[src/rtl/irqv_pkg.sv]
package irqv_pkg;
   localparam int DATA_W   = 16;
   localparam int LANE_W   = 8;
   localparam int NUM_LANE = DATA_W / LANE_W;
   localparam int VEC_SH   = 2;

   typedef enum logic [1:0] {
      WSEL_VEC  = 2'd0,
      WSEL_MASK = 2'd1,
      WSEL_NONE = 2'd2
   } wsel_e;
endpackage

[src/rtl/irqv_src_reg.sv]
module irqv_src_reg #(
   parameter int NUM_SRC = 16
) (
   input  logic               clk,
   input  logic               rst_n,
   input  logic [NUM_SRC-1:0] req_i,
   output logic [NUM_SRC-1:0] src_o
);
   always_ff @(posedge clk or negedge rst_n) begin
      if (!rst_n) src_o <= '0;
      else        src_o <= req_i;
   end
endmodule

[src/rtl/irqv_mask_reg.sv]
module irqv_mask_reg
   import irqv_pkg::*;
#(
   parameter int          NUM_SRC  = 16,
   parameter logic [15:0] MASK_RST = 16'h0010
) (
   input  logic                clk,
   input  logic                rst_n,
   input  logic                wr_en_i,
   input  logic [NUM_LANE-1:0] be_i,
   input  logic [DATA_W-1:0]   wdata_i,
   output logic [DATA_W-1:0]   mask_o
);
   for (genvar b = 0; b < DATA_W; b++) begin : g_bit
      localparam int LANE = b / LANE_W;
      if (b < NUM_SRC) begin : g_flop
         always_ff @(posedge clk or negedge rst_n) begin
            if (!rst_n)                      mask_o[b] <= MASK_RST[b];
            else if (wr_en_i && be_i[LANE])  mask_o[b] <= wdata_i[b];
         end
      end else begin : g_pad
         assign mask_o[b] = 1'b0;
      end
   end
endmodule

[src/rtl/irqv_prio_enc.sv]
module irqv_prio_enc
   import irqv_pkg::*;
#(
   parameter int NUM_SRC = 16
) (
   input  logic [NUM_SRC-1:0] pend_i,
   output logic [DATA_W-1:0]  code_o
);
   always_comb begin
      code_o = '0;
      for (int i = NUM_SRC - 1; i >= 0; i--) begin
         if (pend_i[i]) code_o = DATA_W'((i + 1) << VEC_SH);
      end
   end
endmodule

[src/rtl/irq_vectorer.sv]
module irq_vectorer
   import irqv_pkg::*;
#(
   parameter int          NUM_SRC  = 16,
   parameter int          ADDR_W   = 4,
   parameter logic [15:0] MASK_RST = 16'h0010
) (
   input  logic               clk,
   input  logic               rst_n,
   input  logic [NUM_SRC-1:0] req_i,
   input  logic [ADDR_W-1:0]  addr_i,
   input  logic               wr_i,
   input  logic [1:0]         be_i,
   input  logic [15:0]        wdata_i,
   output logic [15:0]        rdata_o,
   output logic               irq_o
);
   localparam int WORD_W = ADDR_W - 1;

   initial begin
      if (NUM_SRC < 1 || NUM_SRC > DATA_W)
         $error("irq_vectorer: NUM_SRC must lie in 1..%0d", DATA_W);
      if (ADDR_W < 3)
         $error("irq_vectorer: ADDR_W must be at least 3");
   end

   logic [WORD_W-1:0]  word;
   wsel_e              wsel;
   logic [NUM_SRC-1:0] src_q;
   logic [DATA_W-1:0]  mask_q;
   logic [NUM_SRC-1:0] pend;
   logic [DATA_W-1:0]  vec_code;
   logic               irq_q;

   assign word = addr_i[ADDR_W-1:1];

   always_comb begin
      if (word == WORD_W'(0))      wsel = WSEL_VEC;
      else if (word == WORD_W'(1)) wsel = WSEL_MASK;
      else                         wsel = WSEL_NONE;
   end

   irqv_src_reg #(.NUM_SRC(NUM_SRC)) u_src (
      .clk   (clk),
      .rst_n (rst_n),
      .req_i (req_i),
      .src_o (src_q)
   );

   irqv_mask_reg #(.NUM_SRC(NUM_SRC), .MASK_RST(MASK_RST)) u_mask (
      .clk     (clk),
      .rst_n   (rst_n),
      .wr_en_i (wr_i && (wsel == WSEL_MASK)),
      .be_i    (be_i),
      .wdata_i (wdata_i),
      .mask_o  (mask_q)
   );

   assign pend = src_q & mask_q[NUM_SRC-1:0];

   irqv_prio_enc #(.NUM_SRC(NUM_SRC)) u_enc (
      .pend_i (pend),
      .code_o (vec_code)
   );

   always_ff @(posedge clk or negedge rst_n) begin
      if (!rst_n) irq_q <= 1'b0;
      else        irq_q <= |pend;
   end

   always_comb begin
      unique case (wsel)
         WSEL_VEC:  rdata_o = vec_code;
         WSEL_MASK: rdata_o = mask_q;
         default:   rdata_o = '0;
      endcase
   end

   assign irq_o = irq_q;
endmodule

[config.mk]
export PLATFORM = sky130hd
export DESIGN_NAME = irq_vectorer
export DESIGN_NICKNAME = d
export VERILOG_FILES = /design/src/rtl/irqv_pkg.sv /design/src/rtl/irqv_src_reg.sv /design/src/rtl/irqv_mask_reg.sv /design/src/rtl/irqv_prio_enc.sv /design/src/rtl/irq_vectorer.sv
export SDC_FILE = /design/constraint.sdc
export NUM_CORES = 1
export LEC_CHECK = 0
export BUFFER_PORTS_ARGS = -buffer_cell sky130_fd_sc_hd__buf_2
export CAP_MARGIN = 20
export CORE_ASPECT_RATIO = 1.25
export CORE_MARGIN = 3
export CORE_UTILIZATION = 48
export DETAILED_ROUTE_END_ITERATION = 16
export GPL_TIMING_DRIVEN = 0
export PLACE_DENSITY_LB_ADDON = 0.3
export SYNTH_ARGS = -nofsm -noshare
export SYNTH_HDL_FRONTEND = slang
export SYNTH_HIERARCHICAL = 1
export SYNTH_SLANG_ARGS = --single-unit
[constraint.sdc]
create_clock -name clk -period 2.11 [get_ports clk]
set_input_delay 0.1055 -clock clk [delete_from_list [all_inputs] [get_ports clk]]
set_output_delay 0.1055 -clock clk [all_outputs]
set_load 0.005 [all_outputs]
# Yosys cells after proc, flatten, opt, wreduce, memory -nomap -nowiden

Cells that the tools add are included.
Widths: inputs -> output; s select.

Register bits after elaboration: 33
Input port bits: 41
Word-level logic and storage cells: 46

Eq/ne operators: 2
Mux-type cells: 19
Bitwise gates (word level): 1
Reductions and logical operators: 6

Operator list:

| cell               | number |
|---|---|
| $mux 7             | 16 |
| $pmux 16 s2        | 1 |
| $and 16x16->16     | 1 |
| $reduce_or 16->1   | 1 |
| $mux 2             | 2 |
| $eq 3x1->1 const B | 1 |
| $logic_and 1x1->1  | 3 |
| $logic_not 3->1    | 1 |
| $eq 2x1->1 const B | 1 |
| $logic_not 2->1    | 1 |

# Logic depth before layout (Yosys ltp)

Gate-level depths: netlist (run 1).

Depth after elaboration: 18
Mapped depth: 6
Mapped depth without buffers: 6

# Cells and area by module

Netlist (run 1), hierarchy kept.

Modules (own cells, without submodules):

| module        | instances | sequential area each (µm²) | cells each | area each (µm²) |
|---|---|---|---|---|
| irqv_mask_reg | 1         | 401.6                      | 34         | 594.3 |
| irqv_src_reg  | 1         | 400.4                      | 16         | 400.4 |
| irq_vectorer  | 1         | 25.0                       | 43         | 336.6 |
| irqv_prio_enc | 1         | 0.0                        | 43         | 252.7 |

# Worst setup path before layout (run 1)

OpenSTA, ideal clock, no wires.

Kind: flip-flop to flip-flop
Start point: register u_mask.mask_o[6]
End point: register irq_q (netlist: irq_o)
Path slack: 0.468 ns
Stages on the path, launching flop included: 4
Setup time: 0.139 ns
Required time: 1.971 ns
Arrival: 1.504 ns
Path buffers: 0
Cells stage by stage: dfrtp_1 and2_4 or4_1 or4_1

Cells in the longest elaborated chain, start to end: 2

Ends and longest elaborated chain:

| what                              | RTL line            | RTL |
|---|---|---|
| from (decl)                       | irqv_mask_reg.sv:12 | `output logic [DATA_W-1:0] mask_o` |
| from (signal, indexed assignment) | irqv_mask_reg.sv:18 | `if (!rst_n) mask_o[b] <= MASK_RST[b];` |
| from (signal, indexed assignment) | irqv_mask_reg.sv:19 | `else if (wr_en_i && be_i[LANE]) mask_o[b] <= wdata_i[b];` |
| $and 16x16->16                    | irq_vectorer.sv:59  | `assign pend = src_q & mask_q[NUM_SRC-1:0];` |
| net pend[6]                       | irq_vectorer.sv:31  | `logic [NUM_SRC-1:0] pend;` |
| $reduce_or 16->1                  | irq_vectorer.sv:68  | `else irq_q <= \|pend;` |
| to (signal assigned)              | irq_vectorer.sv:68  |  |
| to (decl)                         | irq_vectorer.sv:33  | `logic irq_q;` |

The timed path passes the listed nets, and every way through them passes these cells.
A chain may end at the register's enable or synchronous reset.

# Final worst setup path (run 1)

Start point: register u_mask.mask_o[12]
End point: output port rdata_o[2]

Cells in the longest elaborated chain, start to end: 15

Ends and longest elaborated chain:

| what                 | RTL line            | RTL |
|---|---|---|
| $and 16x16->16       | irq_vectorer.sv:59  |  |
| net pend[12]         | irq_vectorer.sv:31  |  |
| $mux 7 (13 in a row) | irqv_prio_enc.sv:12 | `if (pend_i[i]) code_o = DATA_W'((i + 1) << VEC_SH);` |
| net vec_code[2]      | irq_vectorer.sv:32  | `logic [DATA_W-1:0] vec_code;` |
| $pmux 16 s2          | irq_vectorer.sv:72  | `unique case (wsel)` |
| to (decl)            | irq_vectorer.sv:15  | `output logic [15:0] rdata_o,` |

The timed path passes the listed nets, and every way through them passes these cells.

==> impl_metrics.csv, run 1 <==
group,metric,value,unit
clock_network,clock_path_buffers,2,
grt,grt.total_usage,20.9,%
power_and_ir_drop,power_frac_seq,50.1,%
cells_and_area,area_growth,40.0,%
timing,min_period_over_period,97.6,%
timing,rsz0062_at_grt,"yes",
routing,wl_per_cell,14.9,um
job,maxCapViolCount,0,
power_and_ir_drop,p_comb_share,27.6,%
setup_path,critPathTopFamily,"compound AO/OA/AOI/OAI gates",
routing,ant_nets,0,
routing,vias,1353,
setup_path,slowest_stage,"dfrtp_1",
power_and_ir_drop,p_sw_share,28.0,%
placed_design,dp_hpwl,2.65,mm
clock_network,cts_tree,"yes",
synthesis,synth_compound_area_share,12.5,%
power_and_ir_drop,irDropWorstVdd,0.527,mV
synthesis,postSynthAreaPerCell,11.6,sq um
routing,remaining_drc_errors,0,
synthesis,synth_top_family_by_area,"simple AND/OR/NAND/NOR gates",
power_and_ir_drop,clockPowerShare,22.2,%
grt,antenna_found_initial,0,
cells_and_area,diodes,0,
floorplan,die_w,57.4,um
routing,viasPerCell,5.11,
power_and_ir_drop,p_per_area,699,nW/um^2
synthesis,synth_area,1580,sq um
synthesis,synthXorXnorAreaFrac,0,%
synthesis,synthAdderAreaFrac,0,%
timing,max_freq,486,MHz
setup_path,r2r_slack,0.37,ns
hold_path,min_path_type,"primary input to flop",
timing,timing.hold.ws,0.0102,ns
cells_and_area,seqCellArea,827,sq um
setup_path,slowest_delay,0.40,ns
setup_path,cp-end-kind,"primary output",
power_and_ir_drop,p_leak,1.11,nW
placed_design,gp_congestion,0.826,
clock_network,clk_latency,0.32,ns
synthesis,synth_cell_types,28,
floorplan,core_area,3060,sq um
floorplan,start_util,51.8,%
setup_path,crit_path_max_fanout,4,
cells_and_area,nFillCells,223,
clock_network,post_cts_buffers,0,
timing,finalSetupViolations,0,
cells_and_area,final_common_cell,"buf_2",
synthesis,yosys_register_bits,33,
routing,dr.first_iter.drc_count,40,
clock_network,numClockSinks,33,
placed_design,port_buffers,56,
setup_path,required,2.00,ns
status,outcome,"complete, no violations",
floorplan,dieArea,4030,sq um
timing,period_needed,2.06,ns
timing,drv_slew,0,
cells_and_area,nNetsFinal,270,
floorplan,ioPinCount,58,
floorplan,num_rows,22,
synthesis,synth-simple-area-share,17.1,%
synthesis,syn_inst,136,
power_and_ir_drop,p_sw,433,uW
routing,first_pass_iters,4,
clock_network,cts_htree_levels,2,
cells_and_area,multi_input_area,704,sq um
setup_path,cp.arrival,1.95,ns
synthesis,ys_warn_count,6,
floorplan,fp.dieH,70.2,um
clock_network,cts-root-buf,"clkbuf_4",
grt,grt_pass1_wl,6.47,mm
timing,relSlewSlack,45.6,%
cells_and_area,final_util,72.6,%
routing,finalWirelength,3.94,mm
clock_network,clk_pin_slew,0.09,ns
synthesis,yosys-mux-area-fraction,11.4,%
synthesis,yosysSeqAreaShare,52.2,%
clock_network,cts_buffers,5,
setup_path,crit_buf_inv,1,
setup_path,worst-setup-path-type,"flop to primary output",
grt,grt_overflow_total,0,
grt,grt_pass1_vias,1495,
power_and_ir_drop,internal_power,1.12,mW
timing,skew,0.00511,ns
setup_path,cp_cell_sequence,"and2_1 > nor2_1 > o21ai_0 > a2111oi_2 > o41ai_1 > a22o_1 > buf_2",
cells_and_area,drive_above_1_share,43.2,%
grt,grt_max_degree,34,
cells_and_area,layout_common_cells,"56 x buf_2, 32 x dfrtp_1, 20 x dlygate4sd3_1",
setup_path,start_kind,"flop",
timing,tightest_slew,0.809,ns
timing,finalHoldViolations,0,
[layer usage]
metal  GRT usage, %  part of all wire (%)  up-vias
met3           4.25                   4.0        7
met4           7.22                   1.3        0
met1           21.5                    36      647
li1               -                     -      656
met5              0                     0        -
met2           39.9                    58       43
[cell type report]
cell class              instances  share of cell area [%]
inverters                       4                   0.677
repair buffers                 76                    21.7
plain buffers                  13                    4.06
flip-flops and latches         33                    37.3
well taps                      36                    2.03
clock buffers                   7                    2.48
multi-input cells              96                    31.8
[flip-flops by register name, summed over array words and instances, names as in the netlist]
register and count:
irq_o 1, u_src/src_o 16, u_mask/mask_o 16
[stage by stage]
stage	setup TNS (ns)	instance area (sq um)	cells	power (mW)	setup slack [ns]
floorplan	0	1620	146	1.03	0.468
global placement	0	1950	238	1.15	0.161
detailed placement	0	1950	238	1.17	0.0668
CTS	0	2180	263	1.54	0.0278
global route	-0.0900	2220	265	1.65	-0.0629
finish	0	2220	265	1.55	0.0506
[path summary, 6_finish.rpt]
path / from / endpoint / cells after the start
worst min register to register: u_mask/mask_o[5]$_DFFE_PN0P_ / u_mask/mask_o[5]$_DFFE_PN0P_ / 1
min in group asynchronous: rst_n / u_mask/mask_o[12]$_DFFE_PN0P_ / 2
worst max register to register: u_mask/mask_o[2]$_DFFE_PN0P_ / irq_o$_DFF_PN0_ / 3
worst max-delay path: u_mask/mask_o[12]$_DFFE_PN0P_ / rdata_o[2] / 7
worst min-delay path: wdata_i[2] / u_mask/mask_o[2]$_DFFE_PN0P_ / 2
max in group asynchronous: rst_n / u_src/src_o[4]$_DFF_PN0_ / 2
[timing repair]
| action | in CTS | in global routing |
|---|---|---|
| setup endpoints to repair | 0 | 3 |
| resized for setup | 0 | 4 |
| hold buffers | 18 | 2 |
| hold endpoints to repair | 49 | 2 |
[power by group through the flow]
| stage | clock network (mW) | logic [mW] | registers (mW) |
|---|---|---|---|
| after floorplan | 0 | 0.262 | 0.772 |
| after global placement | 0 | 0.362 | 0.784 |
| after detailed placement | 0 | 0.378 | 0.789 |
| after CTS | 0.358 | 0.405 | 0.777 |
| after global routing | 0.389 | 0.474 | 0.789 |
| final | 0.345 | 0.428 | 0.776 |
[cell usage after synthesis (all sizes together)]
| cell | instances | area (sq um) |
|---|---|---|
| dfrtp | 32 | 801 |
| and2 | 18 | 115 |
| a22o | 16 | 140 |
| mux2 | 16 | 180 |
| buf | 11 | 82.6 |
| nor2 | 7 | 26.3 |
| nand2 | 5 | 23.8 |
| or4 | 5 | 37.5 |
| inv | 4 | 15.0 |
| a21oi | 3 | 15.0 |
| nor3 | 3 | 15.0 |
| nor4 | 3 | 25.0 |
| clkbuf | 2 | 7.51 |
| o21ai | 2 | 10.0 |
| a2111oi | 1 | 8.76 |
| a211oi | 1 | 7.51 |
| and3 | 1 | 6.26 |
| and4 | 1 | 8.76 |
| conb | 1 | 3.75 |
| dfstp | 1 | 26.3 |
| nor3b | 1 | 12.5 |
| o31ai | 1 | 7.51 |
| o41ai | 1 | 8.76 |
[logic make-up (layout without fill, tap and decap cells)]
family                 after synthesis  after routing
other                                1             11
buffers and inverters               17            100
multiplexers                        16             16
AO/OA/AOI/OAI                       25             25
flip-flops                          33             33
AND/OR/NAND/NOR                     44             44
(Power assumes the default switching activity.)
==> run 2: changes to the inputs <==
--- a/constraint.sdc
+++ b/constraint.sdc
@@ -3,2 +3,2 @@
 set_output_delay 0.1055 -clock clk [all_outputs]
-set_load 0.005 [all_outputs]
+set_load 0.05 [all_outputs]
==> run 2 against run 1 <==
  * Sequential cell count did not move
  * Sequential share of layout area shrank 1.3 points
  * Register-to-register slack worse by 0.02 ns
  * Core utilization rose by 2.5 points
  * First-iteration DRC count did not move
  * Wire length increased by 4.9%
  * Clock skew rose by 0.0019 ns
  * Critical endpoint unchanged
  * Largest cell class unchanged
  * Highest routed layer unchanged
==> impl_metrics.csv, run 2 (synthesis results as in run 1) <==
group,metric,value,unit
timing,max_freq,487,MHz
grt,grt.total_usage,20.9,%
clock_network,cts_tree,"yes",
routing,first_pass_iters,4,
routing,vias,1378,
routing,ant_nets,0,
timing,tightest_slew,0.808,ns
grt,grt_overflow_total,0,
clock_network,clk_pin_slew,0.09,ns
power_and_ir_drop,p_sw_share,32.0,%
clock_network,cts_htree_levels,2,
cells_and_area,diodes,0,
routing,dr.first_iter.drc_count,40,
cells_and_area,drive_above_1_share,47.4,%
grt,grt_pass1_vias,1492,
routing,wl_per_cell,15.4,um
cells_and_area,instances_no_fill,268,
timing,min_period_over_period,97.2,%
timing,fin_tns_setup,0,ns
clock_network,clock_path_buffers,2,
power_and_ir_drop,internal_power,1.16,mW
cells_and_area,final_common_cell,"buf_2",
hold_path,worstHoldPathCells,2,
power_and_ir_drop,irDropWorstVdd,0.520,mV
floorplan,ioPinCount,58,
clock_network,clk_latency,0.33,ns
power_and_ir_drop,p_per_area,742,nW/um^2
job,maxCapViolCount,0,
timing,skew,0.00698,ns
floorplan,fp.dieH,70.2,um
setup_path,crit_path_max_fanout,4,
cells_and_area,nFillCells,206,
timing,finalSetupViolations,0,
clock_network,numClockSinks,33,
timing,finalHoldViolations,0,
floorplan,num_rows,22,
timing,relSlewSlack,45.7,%
power_and_ir_drop,p_leak,1.14,nW
grt,grt_pass1_wl,6.47,mm
power_and_ir_drop,clockPowerShare,20.6,%
setup_path,start_kind,"flop",
floorplan,core_area,3060,sq um
cells_and_area,layout_common_cells,"53 x buf_2, 32 x dfrtp_1, 20 x dlygate4sd3_1",
placed_design,port_buffers,56,
cells_and_area,final_util,75.1,%
setup_path,reg2reg_depth,3,
clock_network,cts-root-buf,"clkbuf_4",
power_and_ir_drop,power_frac_seq,45.5,%
placed_design,dp_hpwl,2.65,mm
routing,remaining_drc_errors,0,
cells_and_area,nNetsFinal,273,
cells_and_area,area_growth,44.9,%
placed_design,dp_cells,238,
floorplan,start_util,51.8,%
placed_design,gp_congestion,0.826,
clock_network,cts_buffers,5,
routing,viasPerCell,5.14,
status,outcome,"complete, no violations",
setup_path,worst-setup-path-type,"flop to primary output",
power_and_ir_drop,p_sw,545,uW
setup_path,r2r_slack,0.35,ns
grt,antenna_found_initial,0,
setup_path,cp.arrival,1.95,ns
grt,grt_max_degree,34,
hold_path,min_path_type,"primary input to flop",
timing,period_needed,2.05,ns
floorplan,dieArea,4030,sq um
power_and_ir_drop,p_comb_share,33.9,%
floorplan,die_w,57.4,um
routing,finalWirelength,4.13,mm
setup_path,cp-end-kind,"primary output",
setup_path,required,2.00,ns
timing,drv_slew,0,
==> run 2: cell types whose count changed in the layout (fill, tap and decap cells not counted), moves of 2 or more <==
cell    change
nor4_2      -2
buf_4       +4
buf_6       +2
nor4_4      +2
and2_4      +4
and2_1      -5
buf_2       -3
==> run 2: worst paths after layout <==
| kind | start | end |
|---|---|---|
| max | u_mask/mask_o[10]$_DFFE_PN0P_ | rdata_o[2] |
| min | wdata_i[13] | u_mask/mask_o[13]$_DFFE_PN0P_ |
| max reg2reg | u_mask/mask_o[5]$_DFFE_PN0P_ | irq_o$_DFF_PN0_ |
| min reg2reg | u_mask/mask_o[15]$_DFFE_PN0P_ | u_mask/mask_o[15]$_DFFE_PN0P_ |
| max in group asynchronous | rst_n | u_src/src_o[4]$_DFF_PN0_ |
| min in group asynchronous | rst_n | u_mask/mask_o[12]$_DFFE_PN0P_ |
==> run 2: power groups by stage <==
| stage | Sequential [mW] | Clock (mW) | Combinational, mW |
|---|---|---|---|
| after floorplan | 0.780 | 0 | 0.340 |
| after global placement | 0.784 | 0 | 0.442 |
| after detailed placement | 0.789 | 0 | 0.457 |
| after CTS | 0.777 | 0.358 | 0.487 |
| after global routing | 0.788 | 0.389 | 0.621 |
| final | 0.776 | 0.351 | 0.577 |
==> run 2: critical path, cell delays in order (launching register included) <==
cell and delay, ns:
dfrtp_1 0.40, and2_4 0.16, nor2_2 0.10, o21ai_1 0.09, a2111oi_2 0.37, o41ai_1 0.12, a22o_1 0.23, buf_6 0.15
==> run 2: final cells by class <==
type	instances	area [sq um]	area share, %
clock buffer	7	55.1	2.40
multi-input combinational	96	744	32.4
tap	36	45.0	1.96
sequential	33	827	36.0
timing repair buffer	79	518	22.6
inverter	4	15.0	0.654
buffer	13	90.1	3.93
==> run 2: per-stage QoR <==
step | setup WS [ns] | power, mW | hold slack, ns | instance area (sq um)
finish | 0.0586 | 1.70 | 0.00346 | 2290
floorplan | 0.387 | 1.12 | -0.190 | 1620
global route | -0.0349 | 1.80 | 0.00234 | 2290
CTS | -0.0224 | 1.62 | 0.0000559 | 2190
detailed placement | 0.0668 | 1.25 | 0.206 | 1950
global placement | 0.161 | 1.23 | 0.179 | 1950
==> run 2: repair_timing <==
action                                  4_1_cts  5_1_grt
hold endpoints to repair                     49        2
cloned                                        0        0
gates resized for setup                       2       24
buffers inserted                              0        3
pin swaps                                     0        6
endpoints found under the setup margin        3        5
hold buffers                                 18        2
==> run 2: per-layer routing <==
metal	wire (um)	global-route usage, %	vias to the layer above	share of wire, %
met5	0	0	-	0
met4	53	7.22	0	1.3
met3	152	4.25	7	3.7
met2	2410	39.9	41	58
met1	1510	21.5	664	37
li1	-	-	666	-
